## config.mk

```make
export PLATFORM = sky130hd
export DESIGN_NAME = gpio_irq_bank
export DESIGN_NICKNAME = d
export VERILOG_FILES = /design/src/rtl/gpio_irq_pkg.sv /design/src/rtl/gpio_irq_ctrl.sv /design/src/rtl/gpio_irq_dp.sv /design/src/rtl/gpio_irq_bank.sv
export SDC_FILE = /design/constraint.sdc
export NUM_CORES = 1
export LEC_CHECK = 0
export ABC_AREA = 1
export BUFFER_PORTS_ARGS = -buffer_cell sky130_fd_sc_hd__clkbuf_2
export CORE_ASPECT_RATIO = 1.25
export CORE_MARGIN = 2
export CORE_UTILIZATION = 40
export DETAILED_ROUTE_END_ITERATION = 10
export PLACE_DENSITY = 0.71
export SYNTH_ARGS = -nofsm -noshare
export SYNTH_HDL_FRONTEND = slang
export SYNTH_SLANG_ARGS = --single-unit
```

## constraint.sdc

```tcl
create_clock -name clk -period 3 [get_ports clk]
set_input_delay 0.6 -clock clk [delete_from_list [all_inputs] [get_ports clk]]
set_output_delay 0.6 -clock clk [all_outputs]
set_load 0.005 [all_outputs]
```

## src/rtl/gpio_irq_pkg.sv

```systemverilog
package gpio_irq_pkg;
  localparam int OE_BIT   = 9;
  localparam int IN_BIT   = 0;
  localparam int OUT_BIT  = 1;
  localparam int IEN_BIT  = 0;
  localparam int POL_BIT  = 1;
  localparam int EDGE_BIT = 2;
  localparam int RAW_BIT  = 3;
  localparam int ROUTE_W  = 3;
  localparam logic [ROUTE_W-1:0] ROUTE_APP  = 3'd4;
  localparam logic [ROUTE_W-1:0] ROUTE_NONE = 3'd7;
  localparam int BANK_BASE  = 'h1000;
  localparam int BANK_STEP  = 'h10;
  localparam int ROUTE_BASE = 'h400;
  localparam int ROUTE_STEP = 4;

  typedef enum logic [2:0] {RD_NONE, RD_CFG, RD_IO, RD_ICFG, RD_STS, RD_ROUTE} rdKind_e;

  typedef struct packed {
    logic cfgWr;
    logic ioWr;
    logic icfgWr;
    logic stsWr;
    logic routeWr;
  } pinStrobe_t;

  typedef struct packed {
    logic               oe;
    logic               outVal;
    logic               ien;
    logic               pol;
    logic               edgeMode;
    logic               raw;
    logic               sts;
    logic [ROUTE_W-1:0] route;
  } pinRegs_t;
endpackage

```

## src/rtl/gpio_irq_ctrl.sv

```systemverilog
module gpio_irq_ctrl
  import gpio_irq_pkg::*;
#(
  parameter int NUM_PINS = 8,
  parameter int ADDR_W   = 13,
  localparam int IDX_W   = (NUM_PINS > 1) ? $clog2(NUM_PINS) : 1
) (
  input  logic              wrEn,
  input  logic [ADDR_W-1:0] addr,
  output pinStrobe_t        strb [NUM_PINS],
  output rdKind_e           rdKind,
  output logic [IDX_W-1:0]  rdIdx
);
  localparam logic [ADDR_W-1:0] BANK_LO  = ADDR_W'(BANK_BASE);
  localparam logic [ADDR_W-1:0] BANK_HI  = ADDR_W'(BANK_BASE + BANK_STEP * NUM_PINS);
  localparam logic [ADDR_W-1:0] ROUTE_LO = ADDR_W'(ROUTE_BASE);
  localparam logic [ADDR_W-1:0] ROUTE_HI = ADDR_W'(ROUTE_BASE + ROUTE_STEP * NUM_PINS);

  logic              aligned, inBank, inRoute;
  logic [ADDR_W-1:0] bankOff, routeOff;

  always_comb begin
    aligned  = (addr[1:0] == 2'b00);
    inBank   = aligned && (addr >= BANK_LO) && (addr < BANK_HI);
    inRoute  = aligned && (addr >= ROUTE_LO) && (addr < ROUTE_HI);
    bankOff  = addr - BANK_LO;
    routeOff = addr - ROUTE_LO;
    rdKind   = RD_NONE;
    rdIdx    = '0;
    if (inBank) begin
      rdIdx = bankOff[4 +: IDX_W];
      case (bankOff[3:2])
        2'd0:    rdKind = RD_CFG;
        2'd1:    rdKind = RD_IO;
        2'd2:    rdKind = RD_ICFG;
        default: rdKind = RD_STS;
      endcase
    end else if (inRoute) begin
      rdIdx  = routeOff[2 +: IDX_W];
      rdKind = RD_ROUTE;
    end
  end

  always_comb begin
    for (int p = 0; p < NUM_PINS; p++) begin
      strb[p] = '0;
      if (wrEn && (rdIdx == IDX_W'(p))) begin
        strb[p].cfgWr   = (rdKind == RD_CFG);
        strb[p].ioWr    = (rdKind == RD_IO);
        strb[p].icfgWr  = (rdKind == RD_ICFG);
        strb[p].stsWr   = (rdKind == RD_STS);
        strb[p].routeWr = (rdKind == RD_ROUTE);
      end
    end
  end
endmodule

```

## src/rtl/gpio_irq_dp.sv

```systemverilog
module gpio_irq_dp
  import gpio_irq_pkg::*;
#(
  parameter int NUM_PINS = 8,
  parameter int DATA_W   = 32,
  localparam int IDX_W   = (NUM_PINS > 1) ? $clog2(NUM_PINS) : 1
) (
  input  logic                clk,
  input  logic                rstN,
  input  pinStrobe_t          strb [NUM_PINS],
  input  logic [DATA_W-1:0]   wrData,
  input  rdKind_e             rdKind,
  input  logic [IDX_W-1:0]    rdIdx,
  input  logic [NUM_PINS-1:0] pinIn,
  output logic [DATA_W-1:0]   rdData,
  output logic [NUM_PINS-1:0] pinOut,
  output logic [NUM_PINS-1:0] pinOe,
  output logic                summaryIrq
);
  pinRegs_t            regs [NUM_PINS];
  logic [NUM_PINS-1:0] syncA, syncB, prevB, trig, req, eligible;
  logic                unusedWr;

  assign unusedWr = ^{wrData[DATA_W-1:OE_BIT+1], wrData[OE_BIT-1:RAW_BIT+1]};

  always_ff @(posedge clk or negedge rstN) begin
    if (!rstN) begin
      syncA <= '0;
      syncB <= '0;
      prevB <= '0;
    end else begin
      syncA <= pinIn;
      syncB <= syncA;
      prevB <= syncB;
    end
  end

  for (genvar i = 0; i < NUM_PINS; i++) begin : g_pin
    logic riseI, fallI;
    assign riseI   = syncB[i] & ~prevB[i];
    assign fallI   = ~syncB[i] & prevB[i];
    assign trig[i] = regs[i].edgeMode ? (regs[i].pol ? riseI : fallI)
                                      : (syncB[i] == regs[i].pol);

    always_ff @(posedge clk or negedge rstN) begin
      if (!rstN) begin
        regs[i]       <= '0;
        regs[i].route <= ROUTE_NONE;
      end else begin
        if (strb[i].cfgWr) regs[i].oe     <= wrData[OE_BIT];
        if (strb[i].ioWr)  regs[i].outVal <= wrData[OUT_BIT];
        if (strb[i].icfgWr) begin
          regs[i].ien      <= wrData[IEN_BIT];
          regs[i].pol      <= wrData[POL_BIT];
          regs[i].edgeMode <= wrData[EDGE_BIT];
          regs[i].raw      <= wrData[RAW_BIT];
        end
        if (strb[i].routeWr) regs[i].route <= wrData[ROUTE_W-1:0];
        if (regs[i].raw && trig[i])              regs[i].sts <= 1'b1;
        else if (strb[i].stsWr && wrData[0])     regs[i].sts <= 1'b0;
      end
    end

    // without capture enable a clear status bit stays clear
    a_r7_no_capture: assert property (@(posedge clk) disable iff (!rstN)
      (!regs[i].raw && !regs[i].sts) |=> !regs[i].sts);
    // a clear with no competing trigger takes effect
    a_r8_clear_works: assert property (@(posedge clk) disable iff (!rstN)
      (strb[i].stsWr && wrData[0] && !trig[i]) |=> !regs[i].sts);
    // output enable follows the config write
    a_r2_oe_write: assert property (@(posedge clk) disable iff (!rstN)
      strb[i].cfgWr |=> (pinOe[i] == $past(wrData[OE_BIT])));
  end

  always_comb begin
    for (int p = 0; p < NUM_PINS; p++) begin
      eligible[p] = regs[p].ien && (regs[p].route == ROUTE_APP);
      req[p]      = (trig[p] | regs[p].sts) & eligible[p];
      pinOut[p]   = regs[p].outVal;
      pinOe[p]    = regs[p].oe;
    end
  end

  always_ff @(posedge clk or negedge rstN) begin
    if (!rstN) summaryIrq <= 1'b0;
    else       summaryIrq <= |req;
  end

  always_comb begin
    rdData = '0;
    case (rdKind)
      RD_CFG:  rdData[OE_BIT] = regs[rdIdx].oe;
      RD_IO: begin
        rdData[IN_BIT]  = syncB[rdIdx];
        rdData[OUT_BIT] = regs[rdIdx].outVal;
      end
      RD_ICFG: begin
        rdData[IEN_BIT]  = regs[rdIdx].ien;
        rdData[POL_BIT]  = regs[rdIdx].pol;
        rdData[EDGE_BIT] = regs[rdIdx].edgeMode;
        rdData[RAW_BIT]  = regs[rdIdx].raw;
      end
      RD_STS:   rdData[0] = regs[rdIdx].sts;
      RD_ROUTE: rdData[ROUTE_W-1:0] = regs[rdIdx].route;
      default:  rdData = '0;
    endcase
  end

  // no eligible pin means no summary in the next cycle
  a_r9_summary_gated: assert property (@(posedge clk) disable iff (!rstN)
    (eligible == '0) |=> !summaryIrq);
  // an undecoded address reads zero
  a_r12_unmapped_zero: assert property (@(posedge clk) disable iff (!rstN)
    (rdKind == RD_NONE) |-> (rdData == '0));
endmodule

```

## src/rtl/gpio_irq_bank.sv

```systemverilog
module gpio_irq_bank
  import gpio_irq_pkg::*;
#(
  parameter int NUM_PINS = 8,
  parameter int ADDR_W   = 13,
  parameter int DATA_W   = 32
) (
  input  logic                clk,
  input  logic                rstN,
  input  logic                wrEn,
  input  logic [ADDR_W-1:0]   addr,
  input  logic [DATA_W-1:0]   wrData,
  output logic [DATA_W-1:0]   rdData,
  input  logic [NUM_PINS-1:0] pinIn,
  output logic [NUM_PINS-1:0] pinOut,
  output logic [NUM_PINS-1:0] pinOe,
  output logic                summaryIrq
);
  localparam int IDX_W = (NUM_PINS > 1) ? $clog2(NUM_PINS) : 1;

  pinStrobe_t       strb [NUM_PINS];
  rdKind_e          rdKind;
  logic [IDX_W-1:0] rdIdx;

  gpio_irq_ctrl #(.NUM_PINS(NUM_PINS), .ADDR_W(ADDR_W)) u_ctrl (
    .wrEn(wrEn), .addr(addr), .strb(strb), .rdKind(rdKind), .rdIdx(rdIdx)
  );

  gpio_irq_dp #(.NUM_PINS(NUM_PINS), .DATA_W(DATA_W)) u_dp (
    .clk(clk), .rstN(rstN), .strb(strb), .wrData(wrData), .rdKind(rdKind),
    .rdIdx(rdIdx), .pinIn(pinIn), .rdData(rdData), .pinOut(pinOut),
    .pinOe(pinOe), .summaryIrq(summaryIrq)
  );
endmodule

```

# Word level (Yosys, flattened, before mapping)
# Index checks and enable logic that the tools add are counted.
classes:
  add_sub_neg: 2
  order_cmp: 6
  eq_ne: 30
  muxes: 55
  bitwise: 49
  n_reduce_logical: 48
ops:
  columns: ["operator", "count"]
  rows:
  - ["$eq 3x3->1 const B", 14]
  - ["$mux 5", 8]
  - ["$logic_and 1x1->1", 36]
  - ["$mux 1", 35]
  - ["$bmux 10 s3", 1]
  - ["$and 1x1->1", 24]
  - ["$mux 10", 2]
  - ["$not 1->1", 16]
  - ["$reduce_bool 2->1", 8]
  - ["$ge 13x11->1 const B", 1]
  - ["$ge 13x13->1 const B", 1]
  - ["$lt 13x11->1 const B", 1]
  - ["$lt 13x13->1 const B", 1]
  - ["$eq 3x2->1 const B", 4]
  - ["$mux 3", 4]
  - ["$pmux 3 s3", 1]
  - ["$eq 1x1->1", 8]
  - ["$or 1x1->1", 8]
  - ["$reduce_or 8->1", 1]
  - ["$sub 7x1->7 const B", 1]
  - ["$eq 3x1->1 const B", 2]
  - ["$sub 5x1->5 const B", 1]
  - ["$ge 4x4->1 const B", 1]
  - ["$logic_not 2->1", 2]
  - ["9 further kinds", 9]
word_totals:
  regBits: 105
  inputBits: 56
  output_inout_bits: 49
  elab_cells: 258

# Longest topological paths before layout
logic_depth:
  word_depth: 11
  mapped_depth: 17
  ltp_nobuf: 16

# By module
# Synthesis repeated with hierarchy kept, for this count alone.
hier_totals:
  hier_cells: 711
  hier_area_um2: 5775.5
by_module_without_submodules:
  columns: ["module", "n_inst", "cells_per_inst", "area_each_um2", "seq_area_each_um2"]
  rows:
  - ["gpio_irq_dp", 1, 594, 5187.5, 2657.5]
  - ["gpio_irq_ctrl", 1, 117, 588.1, 0.0]

# Worst setup path after synthesis
# Ideal clock, no wire load.
synth_timing:
  kind: "input port to output port"
  start: "input addr[11]"
  end: "output rdData[0]"
  t_arrival_ps: 1961
  required_time_ps: 2400
  path_slack_ps: 439
  stages: 17
  n_path_buf: 1
  cell_sequence: "inv_1 -> nand2_1 -> nor2_1 -> nand2_2 -> nand2_1 -> nand2_2 -> nand2_4 -> buf_2 -> nand2_1 -> nand2_1 -> nand2_1 -> nand2_1 -> nand2_1 -> nand3_1 -> nand2_1 -> inv_1 -> nand2_1"
synth_between:
  elab_chain_len: 10
  elab_cells_between_ends: 23
  cone_classes: "order compare (4); eq/ne (4); mux (10); bitwise (1); reduce/logical (4)"
synth_rtl:
  columns: ["item", "line_no", "rtl"]
  rows:
  - ["start: declaration", "gpio_irq_bank.sv:11", "input logic [ADDR_W-1:0] addr,"]
  - ["$ge 13x11->1", "gpio_irq_ctrl.sv:25", "inRoute = aligned && (addr >= ROUTE_LO) && (addr < ROUTE_HI);"]
  - ["$logic_and 1x1->1 (2 in a row)", "gpio_irq_ctrl.sv:25", null]
  - ["$mux 3", "gpio_irq_ctrl.sv:38", "end else if (inRoute) begin"]
  - ["$mux 3", "gpio_irq_ctrl.sv:30", "if (inBank) begin"]
  - ["$not 3->4 (not written as such)", "gpio_irq_dp.sv:98, gpio_irq_dp.sv:103, gpio_irq_dp.sv:104", null]
  - ["$bmux 10 s3", "gpio_irq_dp.sv:98, gpio_irq_dp.sv:103, gpio_irq_dp.sv:104", null]
  - ["$mux 10 (2 in a row)", null, null]
  - ["$pmux 1 s4 (*)", "gpio_irq_dp.sv:91", "case (rdKind)"]
  - ["end: declaration", "gpio_irq_bank.sv:13", "output logic [DATA_W-1:0] rdData,"]
# Every way passes the cells marked *; elsewhere a longest branch is shown, timed or not. The select of a mux whose other input is x is not followed.

# Worst setup path after layout
layout_timing:
  start: "input addr[6]"
  end: "output rdData[1]"
layout_between:
  elab_chain_len: 10
  elab_cells_between_ends: 21
  cone_classes: "add/sub (1); order compare (4); eq/ne (3); mux (8); bitwise (1); reduce/logical (4)"
layout_rtl:
  columns: ["item", "line_no"]
  rows:
  - ["$ge 13x11->1", "gpio_irq_ctrl.sv:25"]
  - ["$logic_and 1x1->1 (2 in a row)", "gpio_irq_ctrl.sv:25"]
  - ["$mux 3", "gpio_irq_ctrl.sv:38"]
  - ["$mux 3", "gpio_irq_ctrl.sv:30"]
  - ["$not 3->4 (not written as such)", "gpio_irq_dp.sv:95, gpio_irq_dp.sv:99, gpio_irq_dp.sv:104"]
  - ["$bmux 10 s3", "gpio_irq_dp.sv:95, gpio_irq_dp.sv:99, gpio_irq_dp.sv:104"]
  - ["$mux 10 (2 in a row)", null]
  - ["$pmux 1 s3 (*)", "gpio_irq_dp.sv:91"]
# Marked as above.

==> flow_summary.ini <==
[run_status]
status = finished clean

[sta]
hold_viol_final = 0
setup_viol = 0
tightest_slew_ns = 0.891
finalCriticalPeriod_ns = 2.96
fin_crit_sh_pct = 98.5
fmax_mhz = 338
drv_slew = 0
rsz0062_at_grt = true
fin_setup_tns_ns = 0
hold_slack_ns = 0.262
timing.slew.headroom_pct = 40.5
fin_worst_skew_ns = 0.00926

[clock_tree]
cts_hold_buf = 0
cts.sinks = 105
cts_made_buffers = 9
cts.path.max_buffers = 2
cts_root_buf = clkbuf_16
clkLatencyLatePin_ns = 0.35
cts_tree = yes
clk_pin_slew_ns = 0.07
cts_max_level = 3

[floorplanning]
core_area_mm2 = 0.0139
die_x_um = 111
start_util_pct = 41.1
dieHeight_um = 137
pin_count = 105
dieArea_mm2 = 0.0152
rows = 48

[setup_path]
cp.arrival_ns = 2.36
crit_type = in -> out
crit-reg2reg-launch = u_dp.regs[56]
startpoint_type = input port
r2r_setup_slack_ns = 1.43
critPathCaptureType = primary output
worstReg2RegEnd = u_dp.summaryIrq
r2r_cells = 5
crit_required_ns = 2.40
cp_max_fo = 8

[placed_design]
portBuffers = 50
hpwl_um = 11300
gp_congestion = 0.961
place_area_mm2 = 0.00619

[global_routing]
first_global_vias = 4770
track_usage_pct = 20.7
grt_pass1_wl_um = 24500
overflow = 0
antenna_found_initial = 0
grt_start_max_net_pins = 62

[synthesis]
yosysSeqAreaShare_pct = 46.6
netlist_instances = 745
synth_async_sr_flop_share_pct = 100
synth_cell_types = 34
synthFlopType = dfrtp_1
synth_seq_cells = 105
synth_enable_flop_cells = 0
ys_warn_count = 0
syn_area_mm2 = 0.00570
postSynthAreaPerCell_um2 = 7.65

[layout]
fin_area_mm2 = 0.00672
area_growth_syn_to_layout_pct = 17.9
diodes = 0
nNetsFinal = 876
seqCellArea_mm2 = 0.00266
multi_input_area_mm2 = 0.00256
final_cell_mix = nand2_1 (229), dfrtp_1 (81), inv_1 (70)
drive_gt1_share_pct = 23.2
layout_commonest_cell = nand2_1
fill_cells = 1347
final_core_util_pct = 48.5

[power_and_ir_drop]
internal_power_mw = 2.13
p_seq_share_pct = 51.7
clockPowerShare_pct = 42.6
powerDensity_mw_per_mm2 = 417
p_comb_share_pct = 5.7
irDropWorstVdd_mv = 0.212
p_switching_uw = 667
leakage_nw = 3.17
swShare_pct = 23.8

[flow_run]
max-cap-violations = 0

[drt]
drtIter0Drc = 393
vias = 5080
viasPerCell = 5.10
wl_um = 15600
drc_errors = 0
wire_per_inst_um = 15.6
drtAntennaViolNets = 0
drtPass1Iterations = 7

[min_path]
hold_path_class = in -> async
critical path: stages:
cell,delay (ns)
buf_6,0.10
nor2_4,0.13
nand3_4,0.10
o21ai_4,0.31
nand2_8,0.16
buf_12,0.18
o21ai_1,0.21
nand2_1,0.09
nand3_1,0.09
nand3_1,0.13
nand3_2,0.12
clkbuf_2,0.12
cells by family after synthesis:
family	after synthesis	share of synthesized area (%)
flops	105	46.6
simple gates	377	28.7
fa+ha+maj	3	0.659
buf+inv	143	12.6
mux	2	0.351
other cells	1	0.0658
compound gates	114	11.1
metal layers:
metal	vias to the layer above	GRT usage (%)	share of wire (%)
li1	2462	-	-
met1	2349	25.6	41
met2	221	35.3	48
met3	48	4.14	6.5
met4	0	8.89	4.3
met5	-	0	0
final cells by class:
class,count,area share (%)
multi-input combinational,523,38.0
tap,175,3.26
sequential,105,39.5
clock buffer,10,3.41
clock inverter,6,0.968
timing repair buffer,94,10.0
inverter,84,4.80
worst max-delay path by stage:
stage / to / from
after detailed placement: rdData[2] / addr[11]
after floorplan: rdData[0] / addr[11]
after global routing: rdData[0] / addr[5]
after CTS: rdData[2] / addr[11]
final: rdData[1] / addr[6]
after global placement: rdData[2] / addr[11]
through the flow:
step	worst slack, ns	std cells	total power, mW
finish	0.0443	997	2.80
global route	-0.0548	997	2.91
CTS	0.00268	993	2.81
detailed placement	-0.0638	977	1.62
global placement	-0.0452	977	1.62
floorplan	0.439	771	1.56
registers in the layout, indices dropped and copies added, names as in the netlist:
name / cells
u_dp.regs: 64
u_dp.pinOe: 8
u_dp.pinOut: 8
u_dp.prevB: 8
u_dp.syncA: 8
u_dp.syncB: 8
u_dp.summaryIrq: 1
what timing repair did:
item	in CTS	in global routing
pin swaps	0	15
setup endpoints to repair	4	5
endpoints found under the hold margin	0	0
resized for setup	4	56
buffers inserted	0	3
gates cloned	0	1
synthesized netlist by cell type (5+ instances only):
master,instances,area [µm²]
nand2_1,232,871
dfrtp_1,81,2030
inv_1,75,282
nor2_1,53,199
buf_4,46,345
o21ai_0,44,220
nand3_1,39,195
o21ai_1,39,195
dfstp_2,24,631
nand2_2,12,75.1
a21oi_1,9,45.0
inv_2,9,33.8
o31ai_1,9,67.6
clkbuf_1,8,30.0
nand4_1,8,50.1
nor3_1,8,40.0
nand3b_1,7,52.6
nor2_2,6,37.5
o211ai_1,6,45.0
buf_2,5,25.0
power groups by stage:
stage | clock (mW) | sequential [mW] | combinational [mW]
final | 1.19 | 1.45 | 0.159
after global routing | 1.28 | 1.45 | 0.178
after global placement | 0 | 1.47 | 0.142
after CTS | 1.22 | 1.45 | 0.144
after detailed placement | 0 | 1.47 | 0.143
after floorplan | 0 | 1.47 | 0.0889
No activity file was read; power rests on OpenSTA's default activity.
